===== src/rtl/thread_group_barrier.sv =====
module thread_group_barrier #(
  parameter int ENTRIES = 8,
  parameter int ADDR_W  = 32,
  parameter int CNT_W   = 8,
  localparam int IDX_W  = (ENTRIES > 1) ? $clog2(ENTRIES) : 1
) (
  input  logic              clk,
  input  logic              rst_n,
  input  logic              cfg_we,
  input  logic [IDX_W-1:0]  cfg_idx,
  input  logic              cfg_valid,
  input  logic [ADDR_W-1:0] cfg_addr,
  input  logic [CNT_W-1:0]  cfg_size,
  input  logic              rdy_valid,
  input  logic [ADDR_W-1:0] rdy_addr,
  output logic              grp_en,
  output logic [IDX_W-1:0]  grp_idx,
  output logic              solo_en,
  output logic [ADDR_W-1:0] solo_addr
);

  logic [ENTRIES-1:0]             valid_q;
  logic [ENTRIES-1:0][ADDR_W-1:0] addr_q;
  logic [ENTRIES-1:0][CNT_W-1:0]  size_q;
  logic [ENTRIES-1:0][CNT_W-1:0]  cnt_q;
  logic [ENTRIES-1:0]             match;
  logic [IDX_W-1:0]               hit_idx;
  logic                           hit, last, drop, take;

  always_comb begin
    hit_idx = '0;
    for (int k = ENTRIES - 1; k >= 0; k--)
      if (match[k]) hit_idx = IDX_W'(k);
  end

  assign hit  = |match;
  assign last = cnt_q[hit_idx] <= CNT_W'(1);
  assign drop = cfg_we && (cfg_idx == hit_idx);
  assign take = rdy_valid && hit && !drop;

  for (genvar i = 0; i < ENTRIES; i++) begin : g_entry
    assign match[i] = valid_q[i] && (addr_q[i] == rdy_addr);

    always_ff @(posedge clk) begin
      if (!rst_n) begin
        valid_q[i] <= 1'b0;
        addr_q[i]  <= '0;
        size_q[i]  <= '0;
        cnt_q[i]   <= '0;
      end else if (cfg_we && cfg_idx == IDX_W'(i)) begin
        valid_q[i] <= cfg_valid;
        addr_q[i]  <= cfg_addr;
        size_q[i]  <= cfg_size;
        cnt_q[i]   <= cfg_size;
      end else if (take && hit_idx == IDX_W'(i)) begin
        cnt_q[i] <= last ? size_q[i] : cnt_q[i] - CNT_W'(1);
      end
    end
  end

  always_ff @(posedge clk) begin
    if (!rst_n) begin
      grp_en    <= 1'b0;
      grp_idx   <= '0;
      solo_en   <= 1'b0;
      solo_addr <= '0;
    end else begin
      grp_en  <= take && last;
      solo_en <= rdy_valid && !hit;
      if (take && last) grp_idx <= hit_idx;
      if (rdy_valid && !hit) solo_addr <= rdy_addr;
    end
  end

endmodule



===== config.mk =====
export PLATFORM = sky130hd
export DESIGN_NAME = thread_group_barrier
export DESIGN_NICKNAME = d
export VERILOG_FILES = /design/src/rtl/thread_group_barrier.sv
export SDC_FILE = /design/constraint.sdc
export NUM_CORES = 2
export LEC_CHECK = 0
export CAP_MARGIN = 25
export CORE_MARGIN = 3
export CORE_UTILIZATION = 55
export CTS_BUF_LIST = sky130_fd_sc_hd__clkbuf_2
export CTS_CLUSTER_SIZE = 40
export DETAILED_ROUTE_END_ITERATION = 6
export HOLD_SLACK_MARGIN = 0.1
export PLACE_DENSITY = 0.71
export SLEW_MARGIN = 10
export SYNTH_ARGS = -nofsm -noshare
export SYNTH_HDL_FRONTEND = slang
export SYNTH_SLANG_ARGS = --single-unit

===== constraint.sdc =====
create_clock -name clk -period 7.05 [get_ports clk]
set_input_delay 0.705 -clock clk [delete_from_list [all_inputs] [get_ports clk]]
set_output_delay 0.705 -clock clk [all_outputs]
set_load 0.03 [all_outputs]

==> results.md <==
* Synth cell types at 85
* Worst-case reg-to-reg path depth at 11
* RR Startpoint: addr_q[159]
* Max-Cap Viols at 0
* Final Core Density at about three fifths
* Drt drc at 0
* Grt total ovfl at 0
* WHS at 0.2087 ns
* Nets at between 2000 and 3000
* Synth async-reset ratio at 0%
* Post-CTS Resized at 0
* Root Driver: clkbuf_2
* Fin crit share at between 60% and 70%
* Critical Path AT at about 5.9 ns
* Top cell type's share of synthesized area at between 30% and 40%
* Dpl cell area at approximately 23000 µm²
* Net Switching at about 1.6 mW
* VDD IR-drop max at about 0.16 mV
* Crit. End Element: register
* Tightest Pin Transition at slightly above 1 ns
* RSZ-0062 raised after global routing: no
* Prevailing post-synth register cell: dfxtp_1
* Static Leak at just under 9 nW
* Hold Path Depth at 3
* Dpl hpwl at roughly 55 mm
* Crit path cell chain: clkdlybuf4s50_1 > xnor2_1 > o221ai_1 > a2111o_1 > nor4_1 > buf_4 > nor2_1 > a32oi_1 > mux2i_1 > o22a_1 > a21oi_4 > buf_4 > nand2_1 > o211ai_1
* Pre-Repair DR Iteration Count at 5
* Startpoint Class: input port
* CP Max Fanout at 18
* Largest net degree at the start of global routing at between 150 and 200
* Worst min-delay path class: in2reg
* Area grow syn2layout at 9.451%
* # rows at around 70
* GRT Resource Usage Total at roughly two fifths
* Final cell count without fillers at 3359
* WL/cell at around 24 µm
* Top cells by count, synth: nand2_1, dfxtp_1, a21oi_1
* Seq/Total Area, Yosys at 39.94%
* Mapped cell area at approximately 22000 µm²
* Via/cell ratio at roughly 6.1
* Number of global-route vias before repair at 19140
* Clk_lat worst skew at 1.10 ns
* Yosys top cell by area: dfxtp_1
* Combinational share of power at between 10 and 15%
* Die Span Y at approximately 200 µm
* Synth top area cells: dfxtp_1, nand2_1, xor2_1, a21oi_1, xnor2_1
* Reg power frac at 50.6%
* EDFF count, synth at 0
* Syn Nets at about 2800
* # fillers at approximately 3400
* P_int at between 3 and 4 mW
* Gpl congestion at about 1
* R2R Setup Slk at 2.40 ns
* Clock Power Share at a little over a third
* Crit Path Category: in2reg
* Most used cell, CP: buf_4
* Die ar. at 41500 µm²
* Setup violators final at 0
* Total power at between 5 and 6 mW
* Synth Warn # at 0
* Final ANT Viol Nets at 0
* Critical path data required time at 8.00 ns
* Clock sink count at around 430
* First-pass GRT wire length at between 100 and 150 mm
* Register area at approximately 8600 µm²
* Setup bufs post-CTS at 0
* Share of layout cells above drive strength 1 at under 10%
* Die Span X at a little over 200 µm
* Core area at around 38000 µm²
* Clock Skew at a little under 0.09 ns
* Final setup margin at roughly 2.1 ns
* Drt first-iter violations at approximately 2200
* WL final at just over 80 mm
* Area of the multi-input gates at 11790 µm²
* I/O pin count at roughly 120
* Synth Instances at roughly 2700
* Status: complete, no violations
* Final Max Tran Viols at 0
* Initial antenna violation count at 1
* H-tree Lvls at 3
* Pre-CTS WS at ~1.4 ns
* Syn_area_per_cell at about 7.9 µm²
* PwrDens at about 210 nW/µm²
* Placed cells at approximately 3200
* Clock Pin Slew Worst Setup and Hold Paths at ~0.11 ns
* Max Clk Rate at 203.2 MHz
* Number of hold buffers added after cts at 0
* Hold Path Sink: size_q[28]
* Fin crit period at roughly 4.9 ns
* Sw Share at between 30% and 40%
* Port Buf Inserts at roughly 120
* Hold Path Origin: rst_n
* Initial core utilization at 56.42%
* CTS tree: yes
* Reg-to-Reg End: cnt_q[1]
* Most frequent cell after synthesis: nand2_1
* Final instance area at 23530 µm²
* Max_slew headroom at a little under a third
* Crit-path max cell delay at about 0.9 ns
* Clock tree buffer depth at 3
* Total Negative Setup Slacks at 0 ns
* Total CTS buffers at 110
* Vias at roughly 20000
* Final hold viol count at 0
* Synthesized flop and latch total at around 430
* Worst path slowest cell: clkdlybuf4s50_1
worst max-delay path: cells and delay by family:
family          cells  cell delay [ns]
compound gates      6             2.12
buf+inv             3             1.57
simple gates        3             0.76
xor+xnor            1             0.48
mux                 1             0.20
cell type report:
type | count | share of cell area [%]
multi-input cells | 2045 | 50.08
inverters | 38 | 0.6380
clock inverters | 27 | 0.6646
diodes | 1 | 0.01063
flip-flops and latches | 429 | 36.50
well taps | 511 | 2.717
repair buffers | 143 | 5.880
clock buffers | 165 | 3.509
how the worst max path moves through the flow:
stage / startpoint / end / depth (start not counted)
floorplan: rdy_addr[23] / cnt_q[26] / 13
global placement: rdy_addr[10] / cnt_q[51] / 13
detailed placement: rdy_addr[21] / cnt_q[0] / 13
CTS: rdy_addr[21] / cnt_q[1] / 13
global route: rdy_addr[13] / cnt_q[1] / 14
finish: rdy_addr[13] / cnt_q[1] / 14
state kept, by name, indices dropped and copies added, names as in the netlist:
| name | count |
|---|---|
| solo_addr | 32 |
| cnt_q | 64 |
| grp_en | 1 |
| grp_idx | 3 |
| valid_q | 8 |
| solo_en | 1 |
| size_q | 64 |
| addr_q | 256 |
power by group through the flow:
stage	Sequential (mW)	Clock (mW)	Combinational, mW
CTS	2.53	1.76	0.716
floorplan	2.60	0	0.436
detailed placement	2.59	0	0.712
global route	2.54	1.89	0.767
global placement	2.58	0	0.709
finish	2.53	1.74	0.733
layer usage:
| layer | wire [µm] | track usage, % | up-vias | part of all wire (%) |
|---|---|---|---|---|
| li1 | - | - | 9433 | - |
| met5 | 0 | 0 | - | 0 |
| met1 | 30840 | 46.87 | 9645 | 38 |
| met3 | 7750 | 8.412 | 270 | 9.5 |
| met2 | 37770 | 62.55 | 1113 | 46 |
| met4 | 5146 | 21.12 | 0 | 6.3 |
placed cells by master (no fill, tap or decap), types with 59 or more instances in the layout:
cell             instances
a21oi_1                363
clkbuf_2               165
clkdlybuf4s50_1        115
dfxtp_1                429
mux2i_1                 59
nand2_1                729
nor2_1                  75
nor4_1                  95
xnor2_1                 81
xor2_1                 225
cell families after synthesis:
kind of cell	Yosys count	share of synthesized area, %
DFF	429	39.94
muxes	62	2.956
adders and majority gates	8	0.4656
xor gates and xnor gates	307	12.54
AOI/OAI and AO/OA	522	14.27
buffers and inverters	260	5.662
and+or+nand+nor	1146	24.16
Power figures use the tool's default switching activity.
